`src/rtl/xbus_pkg.sv`:
```
package xbus_pkg;
  localparam int LINE_B = 16;
  localparam int PORT_B = 4;
  localparam int OFF_W  = $clog2(LINE_B);
  localparam int OP_W   = OFF_W + 1;
  localparam int BEAT_W = OFF_W + 1;
  localparam int LANE_W = $clog2(PORT_B) + 1;

  localparam logic [1:0] SZ_LONG = 2'b00;
  localparam logic [1:0] SZ_BYTE = 2'b01;
  localparam logic [1:0] SZ_HALF = 2'b10;
  localparam logic [1:0] SZ_LINE = 2'b11;

  typedef enum logic [1:0] {ST_IDLE, ST_BEAT, ST_HOLD} xbus_st_e;

  function automatic logic [OP_W-1:0] op_bytes(input logic [1:0] code);
    case (code)
      SZ_BYTE: op_bytes = OP_W'(1);
      SZ_HALF: op_bytes = OP_W'(2);
      SZ_LINE: op_bytes = OP_W'(LINE_B);
      default: op_bytes = OP_W'(4);
    endcase
  endfunction
endpackage

```
`src/rtl/xbus_beat_plan.sv`:
```
module xbus_beat_plan
  import xbus_pkg::*;
#(
  parameter int AW = 32
) (
  input  logic [AW-1:0]     base_i,
  input  logic [1:0]        size_i,
  input  logic [1:0]        port_i,
  input  logic              burst_i,
  input  logic [BEAT_W-1:0] beat_i,
  output logic              last_o,
  output logic              burst_on_o,
  output logic [1:0]        tsiz_o,
  output logic [AW-1:0]     addr_o,
  output logic [OFF_W-1:0]  off_o,
  output logic [LANE_W-1:0] lane_b_o,
  output logic [OP_W-1:0]   op_b_o
);
  logic [1:0]        pshift, pcode;
  logic [OP_W-1:0]   ob, pb;
  logic [BEAT_W-1:0] nb;
  logic [AW-1:0]     sum, mask;

  always_comb begin
    case (port_i)
      2'b01:   begin pshift = 2'd0; pcode = SZ_BYTE; end
      2'b10:   begin pshift = 2'd1; pcode = SZ_HALF; end
      default: begin pshift = 2'd2; pcode = SZ_LONG; end
    endcase
    ob   = op_bytes(size_i);
    pb   = OP_W'(1) << pshift;
    nb   = (ob > pb) ? BEAT_W'(ob >> pshift) : BEAT_W'(1);
    sum  = base_i + (AW'(beat_i) << pshift);
    mask = AW'(ob) - AW'(1);
  end

  assign op_b_o     = ob;
  assign last_o     = (beat_i == nb - BEAT_W'(1));
  assign burst_on_o = burst_i && (nb > BEAT_W'(1));
  // burst keeps the operand code; otherwise only the first beat shows it
  assign tsiz_o     = (burst_on_o || beat_i == '0) ? size_i : pcode;
  assign addr_o     = (base_i & ~mask) | (sum & mask);
  assign off_o      = sum[OFF_W-1:0] & mask[OFF_W-1:0];
  assign lane_b_o   = (ob < pb) ? LANE_W'(ob) : LANE_W'(pb);
endmodule

```
`src/rtl/xbus_wait_timer.sv`:
```
module xbus_wait_timer #(
  parameter int WS_W = 4
) (
  input  logic            clk_i,
  input  logic            rst_ni,
  input  logic            beat_i,
  input  logic            aa_en_i,
  input  logic [WS_W-1:0] ws_i,
  input  logic            ta_ni,
  output logic            ack_o
);
  logic [WS_W-1:0] cnt_q;

  // external ack only counts while a beat is open
  assign ack_o = beat_i && (!ta_ni || (aa_en_i && cnt_q == ws_i));

  always_ff @(posedge clk_i or negedge rst_ni) begin
    if (!rst_ni)               cnt_q <= '0;
    else if (!beat_i || ack_o) cnt_q <= '0;
    else if (cnt_q != '1)      cnt_q <= cnt_q + WS_W'(1);
  end
endmodule

```
`src/rtl/xbus_data_path.sv`:
```
module xbus_data_path
  import xbus_pkg::*;
(
  input  logic                clk_i,
  input  logic                rst_ni,
  input  logic                clr_i,
  input  logic                cap_i,
  input  logic [LINE_B*8-1:0] wline_i,
  input  logic [OFF_W-1:0]    off_i,
  input  logic [LANE_W-1:0]   lane_b_i,
  input  logic [OP_W-1:0]     op_b_i,
  input  logic [PORT_B*8-1:0] rdata_i,
  output logic [PORT_B*8-1:0] wdata_o,
  output logic [LINE_B*8-1:0] line_o
);
  localparam int LS = $clog2(PORT_B);

  logic [PORT_B*8-1:0] wsel;
  assign wsel = (PORT_B*8)'(wline_i >> {off_i, 3'b000});

  for (genvar j = 0; j < PORT_B; j++) begin : g_wlane
    assign wdata_o[j*8 +: 8] = (LANE_W'(j) < lane_b_i) ? wsel[j*8 +: 8] : 8'h00;
  end

  for (genvar i = 0; i < LINE_B; i++) begin : g_rbyte
    localparam logic [OP_W-1:0] IDX = OP_W'(i);
    logic [OP_W-1:0] rel;
    logic            hit;
    logic [7:0]      byte_q;

    assign rel = IDX - {1'b0, off_i};
    assign hit = cap_i && (IDX >= {1'b0, off_i}) && (rel < OP_W'(lane_b_i));

    always_ff @(posedge clk_i or negedge rst_ni) begin
      if (!rst_ni)  byte_q <= 8'h00;
      else if (clr_i) byte_q <= 8'h00;
      else if (hit)   byte_q <= rdata_i[{rel[LS-1:0], 3'b000} +: 8];
    end

    assign line_o[i*8 +: 8] = (IDX < op_b_i) ? byte_q : 8'h00;
  end
endmodule

```
`src/rtl/xbus_master.sv`:
```
module xbus_master
  import xbus_pkg::*;
#(
  parameter int AW   = 32,
  parameter int WS_W = 4
) (
  input  logic                clk_i,
  input  logic                rst_ni,
  input  logic                cfg_valid_i,
  input  logic                cfg_aa_en_i,
  input  logic [WS_W-1:0]     cfg_ws_i,
  input  logic                req_i,
  input  logic                req_wr_i,
  input  logic [1:0]          req_size_i,
  input  logic [1:0]          req_port_i,
  input  logic                req_burst_i,
  input  logic [AW-1:0]       req_addr_i,
  input  logic [LINE_B*8-1:0] req_wdata_i,
  output logic                busy_o,
  output logic                done_o,
  output logic [LINE_B*8-1:0] done_rdata_o,
  output logic                bus_cs_no,
  output logic [AW-1:0]       bus_addr_o,
  output logic [1:0]          bus_tsiz_o,
  output logic                bus_tbst_no,
  output logic [PORT_B*8-1:0] bus_wdata_o,
  output logic                bus_wdata_oe_o,
  input  logic [PORT_B*8-1:0] bus_rdata_i,
  input  logic                bus_ta_ni
);
  xbus_st_e            st_q;
  logic [AW-1:0]       base_q;
  logic                wr_q, burst_q, done_q;
  logic [1:0]          size_q, port_q;
  logic [LINE_B*8-1:0] wline_q;
  logic [BEAT_W-1:0]   beat_q;

  logic                accept, in_beat, ack, last, burst_on;
  logic [1:0]          tsiz;
  logic [AW-1:0]       addr;
  logic [OFF_W-1:0]    off;
  logic [LANE_W-1:0]   lane_b;
  logic [OP_W-1:0]     op_b;

  assign accept  = (st_q == ST_IDLE) && req_i && cfg_valid_i;
  assign in_beat = (st_q == ST_BEAT);

  xbus_beat_plan #(.AW(AW)) u_plan (
    .base_i(base_q), .size_i(size_q), .port_i(port_q), .burst_i(burst_q),
    .beat_i(beat_q), .last_o(last), .burst_on_o(burst_on), .tsiz_o(tsiz),
    .addr_o(addr), .off_o(off), .lane_b_o(lane_b), .op_b_o(op_b)
  );

  xbus_wait_timer #(.WS_W(WS_W)) u_wait (
    .clk_i(clk_i), .rst_ni(rst_ni), .beat_i(in_beat), .aa_en_i(cfg_aa_en_i),
    .ws_i(cfg_ws_i), .ta_ni(bus_ta_ni), .ack_o(ack)
  );

  xbus_data_path u_data (
    .clk_i(clk_i), .rst_ni(rst_ni), .clr_i(accept), .cap_i(ack && !wr_q),
    .wline_i(wline_q), .off_i(off), .lane_b_i(lane_b), .op_b_i(op_b),
    .rdata_i(bus_rdata_i), .wdata_o(bus_wdata_o), .line_o(done_rdata_o)
  );

  always_ff @(posedge clk_i or negedge rst_ni) begin
    if (!rst_ni) begin
      st_q    <= ST_IDLE;
      base_q  <= '0;
      wr_q    <= 1'b0;
      burst_q <= 1'b0;
      size_q  <= SZ_LONG;
      port_q  <= 2'b00;
      wline_q <= '0;
      beat_q  <= '0;
      done_q  <= 1'b0;
    end else begin
      done_q <= 1'b0;
      case (st_q)
        ST_IDLE: if (accept) begin
          st_q    <= ST_BEAT;
          base_q  <= req_addr_i;
          wr_q    <= req_wr_i;
          burst_q <= req_burst_i;
          size_q  <= req_size_i;
          port_q  <= req_port_i;
          wline_q <= req_wdata_i;
          beat_q  <= '0;
        end
        ST_BEAT: if (ack) begin
          if (last) begin
            st_q   <= wr_q ? ST_HOLD : ST_IDLE;
            done_q <= 1'b1;
          end else begin
            beat_q <= beat_q + BEAT_W'(1);
          end
        end
        default: st_q <= ST_IDLE;
      endcase
    end
  end

  assign busy_o         = (st_q != ST_IDLE);
  assign done_o         = done_q;
  assign bus_cs_no      = !in_beat;
  assign bus_addr_o     = in_beat ? addr : '0;
  assign bus_tsiz_o     = in_beat ? tsiz : 2'b00;
  assign bus_tbst_no    = !(in_beat && burst_on);
  // data stays on the bus one clock past chip select
  assign bus_wdata_oe_o = wr_q && (in_beat || st_q == ST_HOLD);
endmodule

```
`config.mk`:
```
export PLATFORM = sky130hd
export DESIGN_NAME = xbus_master
export DESIGN_NICKNAME = d
export VERILOG_FILES = /design/src/rtl/xbus_pkg.sv /design/src/rtl/xbus_beat_plan.sv /design/src/rtl/xbus_wait_timer.sv /design/src/rtl/xbus_data_path.sv /design/src/rtl/xbus_master.sv
export SDC_FILE = /design/constraint.sdc
export NUM_CORES = 1
export LEC_CHECK = 0
export ABC_CLOCK_PERIOD_IN_PS = 14150
export BUFFER_PORTS_ARGS = -buffer_cell sky130_fd_sc_hd__buf_4
export CORE_ASPECT_RATIO = 1.75
export CORE_UTILIZATION = 35
export DETAILED_ROUTE_END_ITERATION = 7
export GPL_TIMING_DRIVEN = 0
export PLACE_DENSITY = 0.66
export SLEW_MARGIN = 10
export SYNTH_ARGS = -nofsm -noshare
export SYNTH_HDL_FRONTEND = slang
export SYNTH_SLANG_ARGS = --single-unit
```
`constraint.sdc`:
```
create_clock -name clk_i -period 14.15 [get_ports clk_i]
set_input_delay 1.415 -clock clk_i [delete_from_list [all_inputs] [get_ports clk_i]]
set_output_delay 1.415 -clock clk_i [all_outputs]
set_load 0.01 [all_outputs]
```
==> load_flow_metrics.sql <==
INSERT INTO impl_metrics (metric_group, metric, value, unit) VALUES
('clock_tree', 'post_cts.repair.setup_buffers', '0', ''),
('logic_synthesis', 'synth.most_common_cell', 'sky130_fd_sc_hd__nand2_1', ''),
('place', 'port_buffers', '406', ''),
('layout', 'multi_input_comb_area', '11500', 'um2'),
('drt', 'antenna_left', '0', ''),
('power', 'power.density', '297', 'nW/um2'),
('clock_tree', 'insertion_delay', '600', 'ps'),
('logic_synthesis', 'register_bit_total_from_synthesis', '306', ''),
('grt', 'grt_overflow_total', '0', ''),
('sta', 'rel_slew_slack', '0.154', ''),
('sta', 'timing_hold_violations_final', '0', ''),
('logic_synthesis', 'most_frequent_cells_after_synthesis', 'sky130_fd_sc_hd__nand2_1 (824), sky130_fd_sc_hd__dfrtp_1 (306), sky130_fd_sc_hd__mux2i_1 (223)', ''),
('drt', 'detail_route.first_pass.iterations', '5', ''),
('critical_path', 'critPathSlowestCell', 'sky130_fd_sc_hd__buf_1', ''),
('logic_synthesis', 'postSynthAreaPerCell', '8.60', 'um2'),
('critical_path', 'timing.critical_path.cells', 'inv_1 > ha_1 > clkbuf_1 > clkbuf_1 > mux2i_1 > nor2_1 > ha_1 > a21o_1 > a21oi_1 > mux2i_1 > buf_2 > clkbuf_1 > buf_1 > a311oi_1 > nor3_1 > buf_4', ''),
('critical_path', 'crit_family', 'buffers and inverters', ''),
('logic_synthesis', 'netlist_area_pre_place', '19900', 'um2'),
('drt', 'drt-initial-drc-count', '1245', ''),
('drt', 'num_vias', '19400', ''),
('logic_synthesis', 'postSynthCellCount', '2314', ''),
('floorplan', 'placement_rows', '115', ''),
('logic_synthesis', 'synthFlopType', 'sky130_fd_sc_hd__dfrtp_1', ''),
('floorplan', 'top_ports', '407', ''),
('layout', 'finalNetCount', '3024', ''),
('logic_synthesis', 'synth_edf_count', '0', ''),
('clock_tree', 'cts_buffers', '29', ''),
('critical_path', 'critical_path.most_common_cell', 'sky130_fd_sc_hd__clkbuf_1', ''),
('logic_synthesis', 'synth.net_count', '2582', ''),
('drt', 'drc_errors', '0', ''),
('floorplan', 'placeableCoreArea', '56300', 'um2'),
('sta', 'report.final.slew_viol_count', '0', ''),
('drt', 'post_drt_via_cell_ratio', '5.46', ''),
('grt', 'first_global_vias', '20100', ''),
('critical_path', 'worstPathBufferInverterCount', '7', ''),
('sta', 'achievable-frequency', '0.118', 'GHz'),
('logic_synthesis', 'synth_top_cell_area_share', '0.385', ''),
('grt', 'largest_net_degree_at_the_start_of_global_routing', '110', ''),
('job', 'drv.max_cap_violation_count', '0', ''),
('clock_tree', 'cts.root.buffer_cell', 'sky130_fd_sc_hd__clkbuf_16', ''),
('logic_synthesis', 'synth_largest_area_cell', 'sky130_fd_sc_hd__dfrtp_1', ''),
('critical_path', 'arrival', '7080', 'ps'),
('grt', 'grt_antenna_before_repair', '14', ''),
('clock_tree', 'clk_slew_on_worst_s_h_paths', '70', 'ps'),
('worst_hold_path', 'hp-class', 'reg -> reg', ''),
('critical_path', 'worst-path-max-fanout', '14', ''),
('drt', 'drt-wirelength-per-cell', '25.9', 'um'),
('floorplan', 'floorplan.initialDensity', '0.354', ''),
('clock_tree', 'cts_hold_buffers', '0', ''),
('floorplan', 'fp.dieArea', '57900', 'um2'),
('grt', 'gr-usage-all-layers', '0.316', ''),
('clock_tree', 'depth_of_the_cts_h_tree', '1', ''),
('place', 'place.gp.congestion', '1.00', ''),
('clock_tree', 'tritoncts_clock_tree', 'built', ''),
('sta', 'final-setup-viol-count', '0', ''),
('logic_synthesis', 'cell_types_occupying_the_most_area_after_synthesis', 'sky130_fd_sc_hd__dfrtp_1 (38%), sky130_fd_sc_hd__nand2_1 (16%), sky130_fd_sc_hd__mux2i_1 (11%)', ''),
('critical_path', 'critical_path.max_stage_delay', '880', 'ps'),
('sta', 'clock_skew', '11.4', 'ps'),
('drt', 'routed_wire_length', '91800', 'um'),
('floorplan', 'chip_width', '182', 'um'),
('sta', 'totalNegativeSetupSlack', '0', 'ps'),
('layout', 'ratio_of_cells_with_drive_above_1_in_the_final_layout', '0.198', ''),
('outcome', 'run_status', 'complete, no violations', ''),
('logic_synthesis', 'synth.lib_cells_used.distinct', '72', ''),
('layout', 'area_growth_syn_to_layout', '25.7', '%'),
('critical_path', 'critPathCaptureType', 'output pin', ''),
('grt', 'grt_first_pass_wirelength', '133000', 'um'),
('layout', 'filler_cell_count_in_the_final_layout', '5597', ''),
('layout', 'post-route-util', '0.445', ''),
('clock_tree', 'number_of_resized_instances_in_the_post_cts_repair_step', '0', ''),
('critical_path', 'worst_ep_required_time', '12730', 'ps');
==> state kept, by name (all words and copies together), names as in the netlist <==
signal	count
wline_q	128
burst_q	1
base_q	32
size_q	2
beat_q	5
u_wait.cnt_q	4
wr_q	1
done_o	1
st_q	2
port_q	2
u_data.g_rbyte.byte_q	128
==> power breakdown <==
part,switching (W),total [W],internal (W),leakage [nW]
logic,0.00320,0.00498,0.00178,7.63
clock network,0.000368,0.000820,0.000452,0.473
registers,0.000420,0.00163,0.00121,3.99
total,0.00398,0.00742,0.00344,12.1
==> worst reg2reg max path: stages (launching register included) <==
cell and delay [ps]:
sky130_fd_sc_hd__dfrtp_1 410, sky130_fd_sc_hd__inv_1 80, sky130_fd_sc_hd__ha_1 180, sky130_fd_sc_hd__clkbuf_1 350, sky130_fd_sc_hd__clkbuf_1 470, sky130_fd_sc_hd__mux2i_1 380
sky130_fd_sc_hd__nor2_1 130, sky130_fd_sc_hd__fa_1 470, sky130_fd_sc_hd__nand2b_1 80, sky130_fd_sc_hd__buf_2 250, sky130_fd_sc_hd__buf_1 660, sky130_fd_sc_hd__buf_1 1000
sky130_fd_sc_hd__ha_1 490, sky130_fd_sc_hd__xnor2_1 200, sky130_fd_sc_hd__inv_1 80, sky130_fd_sc_hd__ha_1 290, sky130_fd_sc_hd__nor4b_1 930, sky130_fd_sc_hd__o2111ai_1 840
sky130_fd_sc_hd__clkbuf_1 380, sky130_fd_sc_hd__nand3_1 120, sky130_fd_sc_hd__o21ai_0 100
==> worst paths after layout <==
check	startpoint	end	slack, ps	depth (start not counted)
worst max-delay path	port_q[0]	bus_wdata_o[14]	5660	16
worst min-delay path	burst_q	burst_q	490	2
worst max register to register	port_q[0]	u_data.g_rbyte[0].byte_q[6]	6160	20
worst min register to register	burst_q	burst_q	490	2
max in group asynchronous	rst_ni	u_data.g_rbyte[0].byte_q[2]	12210	2
min in group asynchronous	rst_ni	base_q[16]	870	1
==> layer usage <==
| metal | share of wire | global-route usage | routed length (um) |
|---|---|---|---|
| met4 | 0.092 | 0.268 | 8450 |
| met5 | 0.00017 | 0 | 16 |
| met3 | 0.054 | 0.0407 | 4920 |
| met2 | 0.51 | 0.560 | 46800 |
| met1 | 0.34 | 0.327 | 31600 |
==> cells by family after synthesis <==
family | Yosys count | synth area share
buffers and inverters | 198 | 0.0388
AO/OA/AOI/OAI | 245 | 0.0865
multiplexers | 276 | 0.171
adder cells (fa/ha/maj) | 60 | 0.0381
flip-flops | 306 | 0.385
XOR/XNOR | 41 | 0.0180
AND/OR/NAND/NOR | 1188 | 0.263
==> cells in the final DEF (no fill, tap or decap), types with 6 or more instances in the layout <==
cell type | Yosys | routed
sky130_fd_sc_hd__a221oi_1 | 9 | 9
sky130_fd_sc_hd__nand3_1 | 26 | 26
sky130_fd_sc_hd__nor4b_1 | 8 | 8
sky130_fd_sc_hd__inv_1 | 28 | 28
sky130_fd_sc_hd__a21oi_1 | 56 | 56
sky130_fd_sc_hd__buf_4 | 0 | 407
sky130_fd_sc_hd__and4_1 | 6 | 6
sky130_fd_sc_hd__xnor2_1 | 32 | 32
sky130_fd_sc_hd__buf_2 | 18 | 18
sky130_fd_sc_hd__ha_1 | 59 | 59
sky130_fd_sc_hd__clkbuf_16 | 0 | 29
sky130_fd_sc_hd__clkbuf_1 | 124 | 129
sky130_fd_sc_hd__o21ai_0 | 31 | 31
sky130_fd_sc_hd__nor2b_1 | 30 | 30
sky130_fd_sc_hd__and2_1 | 104 | 104
sky130_fd_sc_hd__diode_2 | 0 | 13
sky130_fd_sc_hd__clkbuf_8 | 0 | 7
sky130_fd_sc_hd__mux4_2 | 51 | 51
sky130_fd_sc_hd__a211oi_1 | 55 | 55
sky130_fd_sc_hd__nor2_1 | 68 | 68
sky130_fd_sc_hd__dfrtp_1 | 306 | 306
sky130_fd_sc_hd__nand4_1 | 11 | 11
sky130_fd_sc_hd__mux2i_1 | 223 | 223
sky130_fd_sc_hd__nand2_1 | 824 | 824
sky130_fd_sc_hd__nor3_1 | 24 | 24
sky130_fd_sc_hd__xor2_1 | 9 | 9
sky130_fd_sc_hd__a31oi_1 | 19 | 19
sky130_fd_sc_hd__o211ai_1 | 7 | 7
sky130_fd_sc_hd__a311oi_1 | 25 | 24
sky130_fd_sc_hd__and3_1 | 45 | 45
sky130_fd_sc_hd__nor4_1 | 7 | 7
sky130_fd_sc_hd__buf_1 | 22 | 22
sky130_fd_sc_hd__nand2b_1 | 12 | 12
==> area by class of cell <==
type,count,share of cell area
Multi-Input combinational cell,1810,0.459
Sequential cell,306,0.306
Timing Repair Buffer,411,0.126
Tap cell,760,0.0380
Clock buffer,41,0.0336
Buffer,165,0.0260
Clock inverter,12,0.00540
Inverter,33,0.00495
Antenna cell,13,0.00130
==> metrics by stage <==
step	cell area (um2)	hold WS [ps]	power, W	worst slack (ps)
floorplan	19900	439	0.00436	8730
global placement	23900	473	0.00643	6380
detailed placement	24000	479	0.00650	6350
CTS	25000	496	0.00734	5700
global route	25000	528	0.00777	5420
finish	25000	486	0.00742	5660
(Power assumes the default switching activity.)
